**src/rtl/sc_ctrl_pkg.sv**
```systemverilog
package sc_ctrl_pkg;
  localparam int OP_W  = 6;
  localparam int FN_W  = 6;
  localparam int N_OPS = 6;

  typedef enum logic [1:0] {
    ALU_ADD = 2'b00,
    ALU_SUB = 2'b01,
    ALU_OR  = 2'b10
  } alu_op_e;

  typedef enum logic [2:0] {
    K_NONE = 3'd0,
    K_ADD  = 3'd1,
    K_SUB  = 3'd2,
    K_ORI  = 3'd3,
    K_LW   = 3'd4,
    K_SW   = 3'd5,
    K_BEQ  = 3'd6
  } kind_e;

  typedef struct packed {
    logic    dst_rd;
    logic    imm_b;
    logic    sext;
    logic    wb_mem;
    logic    mem_we;
    logic    reg_we;
    logic    br;
    alu_op_e alu;
  } ctrl_t;

  // Recognition table, slot i corresponds to kind i+1
  localparam logic [N_OPS*OP_W-1:0] OPC_TAB = {
    6'b000100, 6'b101011, 6'b100011, 6'b001101, 6'b000000, 6'b000000};
  localparam logic [N_OPS*FN_W-1:0] FN_TAB = {
    6'b000000, 6'b000000, 6'b000000, 6'b000000, 6'b100010, 6'b100000};
  localparam logic [N_OPS-1:0] FN_USED = 6'b000011;

  function automatic ctrl_t ctrl_of(kind_e k);
    ctrl_t c;
    c = '0;
    case (k)
      K_ADD: begin c.dst_rd = 1'b1; c.reg_we = 1'b1; c.alu = ALU_ADD; end
      K_SUB: begin c.dst_rd = 1'b1; c.reg_we = 1'b1; c.alu = ALU_SUB; end
      K_ORI: begin c.imm_b = 1'b1; c.reg_we = 1'b1; c.alu = ALU_OR; end
      K_LW:  begin c.imm_b = 1'b1; c.sext = 1'b1; c.wb_mem = 1'b1; c.reg_we = 1'b1; end
      K_SW:  begin c.imm_b = 1'b1; c.sext = 1'b1; c.mem_we = 1'b1; end
      K_BEQ: begin c.sext = 1'b1; c.br = 1'b1; c.alu = ALU_SUB; end
      default: c = '0;
    endcase
    return c;
  endfunction
endpackage

```
**src/rtl/sc_op_classify.sv**
```systemverilog
module sc_op_classify
  import sc_ctrl_pkg::*;
#(
  parameter int OPW = OP_W,
  parameter int FNW = FN_W
) (
  input  logic [OPW-1:0] opcode,
  input  logic [FNW-1:0] funct,
  output logic [N_OPS-1:0] hit,
  output kind_e          kind
);
  for (genvar i = 0; i < N_OPS; i++) begin : g_slot
    localparam logic [OPW-1:0] OPC = OPC_TAB[i*OP_W +: OP_W];
    localparam logic [FNW-1:0] FN  = FN_TAB[i*FN_W +: FN_W];
    if (FN_USED[i]) begin : g_fn
      assign hit[i] = (opcode == OPC) && (funct == FN);
    end else begin : g_nofn
      assign hit[i] = (opcode == OPC);
    end
  end

  always_comb begin
    kind = K_NONE;
    for (int i = 0; i < N_OPS; i++)
      if (hit[i]) kind = kind_e'(i + 1);
  end

  // at most one slot may match any encoding
  always_comb begin
    assert_single_match_R8: assert ($onehot0(hit))
      else $error("several decode slots matched");
  end
endmodule

```
**src/rtl/sc_ctrl_encode.sv**
```systemverilog
module sc_ctrl_encode
  import sc_ctrl_pkg::*;
(
  input  kind_e kind,
  output ctrl_t ctrl
);
  always_comb ctrl = ctrl_of(kind);

  always_comb begin
    assert_one_side_effect_R10: assert ($countones({ctrl.reg_we, ctrl.mem_we, ctrl.br}) <= 1)
      else $error("more than one of register write, memory write, branch");
    assert_load_path_R10: assert (!ctrl.wb_mem || (ctrl.reg_we && ctrl.imm_b))
      else $error("memory write-back without register write and immediate operand");
    assert_unknown_quiet_R8: assert (kind != K_NONE || ctrl == '0)
      else $error("unknown encoding produced nonzero controls");
  end
endmodule

```
**src/rtl/sc_ctrl_decoder.sv**
```systemverilog
module sc_ctrl_decoder
  import sc_ctrl_pkg::*;
#(
  parameter int INSTR_W = 32
) (
  input  logic [INSTR_W-1:0] instr_i,
  output logic               dst_sel_rd,
  output logic               alu_imm_sel,
  output logic               imm_sign_ext,
  output logic               wb_from_mem,
  output logic               mem_write,
  output logic               reg_write,
  output logic               pc_take_branch,
  output logic [1:0]         alu_op
);
  localparam int OP_LSB = INSTR_W - OP_W;

  logic [OP_W-1:0]  opcode;
  logic [FN_W-1:0]  funct;
  logic [N_OPS-1:0] slot_hit;
  kind_e            kind;
  ctrl_t            ctrl;
  logic             unused_mid_bits;

  assign opcode          = instr_i[INSTR_W-1:OP_LSB];
  assign funct           = instr_i[FN_W-1:0];
  assign unused_mid_bits = ^instr_i[OP_LSB-1:FN_W];

  sc_op_classify #(.OPW(OP_W), .FNW(FN_W)) u_classify (
    .opcode(opcode), .funct(funct), .hit(slot_hit), .kind(kind));

  sc_ctrl_encode u_encode (.kind(kind), .ctrl(ctrl));

  assign dst_sel_rd     = ctrl.dst_rd;
  assign alu_imm_sel    = ctrl.imm_b;
  assign imm_sign_ext   = ctrl.sext;
  assign wb_from_mem    = ctrl.wb_mem;
  assign mem_write      = ctrl.mem_we;
  assign reg_write      = ctrl.reg_we;
  assign pc_take_branch = ctrl.br;
  assign alu_op         = ctrl.alu;

  always_comb begin
    // the branch path is only taken when the branch opcode is present
    assert_branch_opcode_R7: assert (!pc_take_branch || opcode == 6'b000100)
      else $error("branch select without branch opcode");
    // memory writes come only from the store opcode
    assert_store_opcode_R6: assert (!mem_write || opcode == 6'b101011)
      else $error("memory write without store opcode");
  end
endmodule

```
**config.mk**
```make
export PLATFORM = sky130hd
export DESIGN_NAME = sc_ctrl_decoder
export DESIGN_NICKNAME = d
export VERILOG_FILES = /design/src/rtl/sc_ctrl_pkg.sv /design/src/rtl/sc_op_classify.sv /design/src/rtl/sc_ctrl_encode.sv /design/src/rtl/sc_ctrl_decoder.sv
export SDC_FILE = /design/constraint.sdc
export NUM_CORES = 1
export LEC_CHECK = 0
export ABC_AREA = 1
export CAP_MARGIN = 20
export CORE_AREA = 2 2 39 41
export DETAILED_ROUTE_END_ITERATION = 10
export DIE_AREA = 0 0 41 43
export PLACE_DENSITY = 0.75
export SLEW_MARGIN = 20
export SYNTH_ARGS = -nofsm -noshare
export SYNTH_HDL_FRONTEND = slang
export SYNTH_SLANG_ARGS = --single-unit
```
**constraint.sdc**
```tcl
create_clock -name vclk -period 1
set_clock_uncertainty 0.2 [all_clocks]
set_input_delay 0.15 -clock vclk [all_inputs]
set_output_delay 0.15 -clock vclk [all_outputs]
set_load 0.05 [all_outputs]
```
Word-level counts from Yosys, hierarchy flattened
Index checks and enable logic that the tools add are counted.
{"block": "totals", "wordCells": 34, "ff_bits": 0, "input_bits": 32, "output_inout_bits": 9}
{"block": "classes", "eq_ne": 12, "reduce_logical": 8, "mux": 14}
{"operator": "$eq 6x6->1 const B", "n": 4}
{"operator": "$eq 3x3->1 const B", "n": 3}
{"operator": "$mux 3", "n": 3}
{"operator": "$mux 1", "n": 8}
{"operator": "$eq 3x2->1 const B", "n": 2}
{"operator": "$eq 6x3->1 const B", "n": 1}
{"operator": "$eq 6x4->1 const B", "n": 1}
{"operator": "$logic_not 6->1", "n": 1}
{"operator": "$reduce_or 3->1", "n": 2}
{"operator": "$mux 2", "n": 2}
{"operator": "$pmux 2 s2", "n": 1}
{"operator": "$reduce_or 2->1", "n": 2}
{"operator": "$reduce_or 4->1", "n": 1}
{"operator": "$eq 3x1->1 const B", "n": 1}
{"operator": "$logic_and 1x1->1", "n": 2}

Depth between registers and ports, before layout
{"block": "depth", "ltp_word": 11, "mapped_depth": 8, "ltp_nobuf": 8}

Cells and area by module
A second synthesis with hierarchy kept.
{"block": "hier_totals", "hier_cells": 54, "hier_area_um2": 246.5}
{"mod": "sc_op_classify", "cells_each": 36, "area_each_um2": 165.2, "instances": 1, "seq_area_each_um2": 0.0}
{"mod": "sc_ctrl_encode", "cells_each": 18, "area_each_um2": 81.3, "instances": 1, "seq_area_each_um2": 0.0}

Worst setup path after synthesis
Ideal clock, no wire load.
{"block": "synth_path", "path_kind": "input to output", "from": "input instr_i[28]", "to": "output dst_sel_rd", "path_buffers": 0, "t_required_ps": 650, "path_stages": 6, "arrival_time_ps": 1595, "slack_ps": -945, "cell_sequence": "inv_1 nor2_1 nand3_1 nand2_1 o21bai_1 nor2_1"}
{"block": "synth_via", "elab_chain_cells": 11, "elab_cells_between_ends": 17, "cone_classes": "eq/ne: 6; mux: 7; reduce/logical: 4"}
{"element": "start: declaration", "line_no": "sc_ctrl_decoder.sv:6", "source": "input logic [INSTR_W-1:0] instr_i,"}
{"element": "$logic_not 6->1", "line_no": "sc_op_classify.sv:16", "source": "assign hit[i] = (opcode == OPC) && (funct == FN);"}
{"element": "$logic_and 1x1->1", "line_no": "sc_op_classify.sv:16"}
{"element": "$mux 1", "line_no": "sc_op_classify.sv:25", "source": "if (hit[i]) kind = kind_e'(i + 1);"}
{"element": "$mux 2 (2 in a row)", "line_no": "sc_op_classify.sv:25"}
{"element": "$mux 3 (2 in a row)", "line_no": "sc_op_classify.sv:25"}
{"element": "$mux 3 *", "line_no": "sc_op_classify.sv:25"}
{"element": "$eq 3x1->1 or $eq 3x2->1 (tied branches)", "line_no": "sc_ctrl_pkg.sv:43", "source": "case (k)"}
{"element": "$reduce_or 2->1 (no source line) *"}
{"element": "$mux 1 *", "line_no": "sc_ctrl_pkg.sv:43"}
{"element": "end: declaration", "line_no": "sc_ctrl_decoder.sv:7", "source": "output logic dst_sel_rd,"}
Every way passes the cells marked *; elsewhere a longest branch is shown, timed or not.

Worst setup path in the final report
{"block": "layout_path", "from": "input instr_i[31]", "to": "output dst_sel_rd"}
The elaborated chain is that of the path after synthesis.

==> run_results.csv <==
group,metric,value,unit
place,post-dp-hpwl,658,um
cells_and_area,layout.nets,118,
global_route,grt.total_usage,12.5,%
routing,drt_pre_antenna_iters,1,
run_status,violations,"setup timing",
global_route,grt_overflow_total,0,
routing,wl,1000,um
yosys,syn-instance-count,47,
place,portBuffers,21,
cells_and_area,final_cells,100,
worst_setup_path,crit_required,0.65,ns
power_and_ir_drop,powerDensity,265,nW/um^2
die,fp-row-count,14,
global_route,grt_pass1_wl,1650,um
power_and_ir_drop,p_switching,112,uW
yosys,synthTopCellsByCount,"14 x nand2_1, 11 x inv_1, 11 x nor2_1",
clock_tree,cts_hold_buffers,0,
place,place_inst,95,
timing,finalWorstSetupSlack,-0.481,ns
power_and_ir_drop,p_int,108,uW
yosys,synth_top_area_share,24.9,%
die,fp.coreArea,1380,um^2
routing,viasPerCell,4.34,
worst_setup_path,critPathLaunchType,"input pin",
worst_setup_path,cp_data_arrival_time,1.13,ns
yosys,synth.distinct_cells,11,
timing,final.min_clock_period,1.48,ns
power_and_ir_drop,total_power,220,uW
run_status,status,"complete, but fails checks",
yosys,avgSynthCellArea,4.50,um^2
worst_setup_path,worst_setup_path_end_kind,"output pin",
timing,final_hold_viol_count,0,
worst_setup_path,worst-setup-path-type,"in -> out",
die,boundaryPins,41,
routing,wl_per_cell,10.0,um
timing,period_share,148,%
power_and_ir_drop,power.share.sequential,0,%
timing,rsz0062_at_grt,"true",
global_route,grt_max_degree,5,
power_and_ir_drop,switching_share,51.0,%
cells_and_area,clkbuf_count,0,
timing,relSlewSlack,86.6,%
yosys,seq_area_frac_synth,0,%
timing,fin_setup_tns,-3.31,ns
timing,max_freq,0.675,GHz
flow_run,cap_violations,0,
min_path,hp-class,"in -> out",
cells_and_area,regArea,0,um^2
power_and_ir_drop,irDropWorstVdd,0.119,mV
die,die_y,43,um
global_route,antenna_found_initial,0,
place,placedInstanceArea,692,um^2
yosys,yosysTopAreaCell,"nand2_1",
yosys,synth_area,211,um^2
die,die_area,1760,um^2
timing,slew_violations,0,
yosys,yosysMostFrequentCell,"nand2_1",
cells_and_area,design.seq.count,0,
routing,drc,0,
timing,holdWs,0.540,ns
timing,finalSetupViolations,9,
power_and_ir_drop,pwr-share-comb,100.0,%
worst_setup_path,critPathMaxFanout,3,
cells_and_area,area_growth,294,%
routing,drtIter0Drc,0,
cells_and_area,diodes,0,
die,start_util,15.3,%
routing,vias,434,
power_and_ir_drop,clock_power_share,0,%
routing,drtAntennaViolNets,0,
yosys,yosys_warnings,0,
place,gp_congestion,0.722,
power_and_ir_drop,cellLeakagePower,0.388,nW
cells_and_area,drive_gt1_share,88.1,%
die,die_w,41,um
global_route,grt_pass1_vias,424,
timing,tightest_slew,0.201,ns
yosys,syn-num-nets,79,
cells_and_area,design_area,833,um^2
yosys,synth_top_cells_by_area,"nand2_1 25%, inv_1 20%, nor2_1 20%, nand3_1 7.1%, nand4_1 5.9%",
==> worst max-delay path, stage by stage <==
cell and delay, ns:
buf_8 0.10, nor2_4 0.14, nand2_2 0.09, nor2_4 0.12, nand2_2 0.10, nand3_4 0.11
o21bai_4 0.08, nor2_4 0.10, buf_12 0.14
==> metal layers <==
layer	GRT usage (%)	routed length, um
met5	0	0
met4	0	0
met3	1.05	74
met2	23.4	598
met1	15.2	330
==> cell usage in the layout, fill, tap and decap left out <==
cell type,n
buf_6,10
nand3_2,1
buf_2,6
inv_4,4
nand2_4,2
nand4_1,2
inv_2,3
buf_8,1
nor2_4,7
buf_4,10
nand2_1,5
inv_6,1
nor2_1,1
clkinvlp_4,1
nor2_2,5
nand2_2,7
nand3_4,3
buf_12,9
clkbuf_2,1
a21oi_4,1
o2111ai_4,1
o21bai_4,1
inv_1,2
==> path summary, 6_finish.rpt <==
path | from | end | cells after the start
max | instr_i[31] | dst_sel_rd | 9
min | instr_i[30] | alu_imm_sel | 5
==> cell families (layout without fill, tap and decap cells) <==
family,Yosys count,in the layout,synth area share [%]
AND/OR/NAND/NOR,33,33,70.4
buffers and inverters,11,48,19.5
AO/OA/AOI/OAI,3,3,10.1
==> power by group through the flow <==
stage | sequential, mW | combinational, mW | clock [mW]
final | 0 | 0.220 | 0
after global routing | 0 | 0.235 | 0
after CTS | 0 | 0.197 | 0
after detailed placement | 0 | 0.180 | 0
after global placement | 0 | 0.178 | 0
after floorplan | 0 | 0.0738 | 0
==> repair_timing <==
item | CTS | global route
pin swaps | 24 | 11
gates resized for setup | 79 | 18
buffers inserted | 1 | 4
setup endpoints to repair | 9 | 9
==> metrics by stage <==
| step | util (%) | worst slack, ns |
|---|---|---|
| after CTS | 55.9 | -0.460 |
| after global routing | 60.2 | -0.550 |
| after detailed placement | 50.0 | -0.913 |
| after floorplan | - | -0.376 |
| final | 60.2 | -0.481 |
| after global placement | 50.0 | -0.891 |
==> cell type report <==
| type | instances | area (um^2) |
|---|---|---|
| inverter | 11 | 60.1 |
| tap | 16 | 20.0 |
| fill | 130 | 551 |
| timing repair buffer | 37 | 418 |
| multi-input combinational | 36 | 335 |
Note: power is estimated with default switching activity, not from simulation.
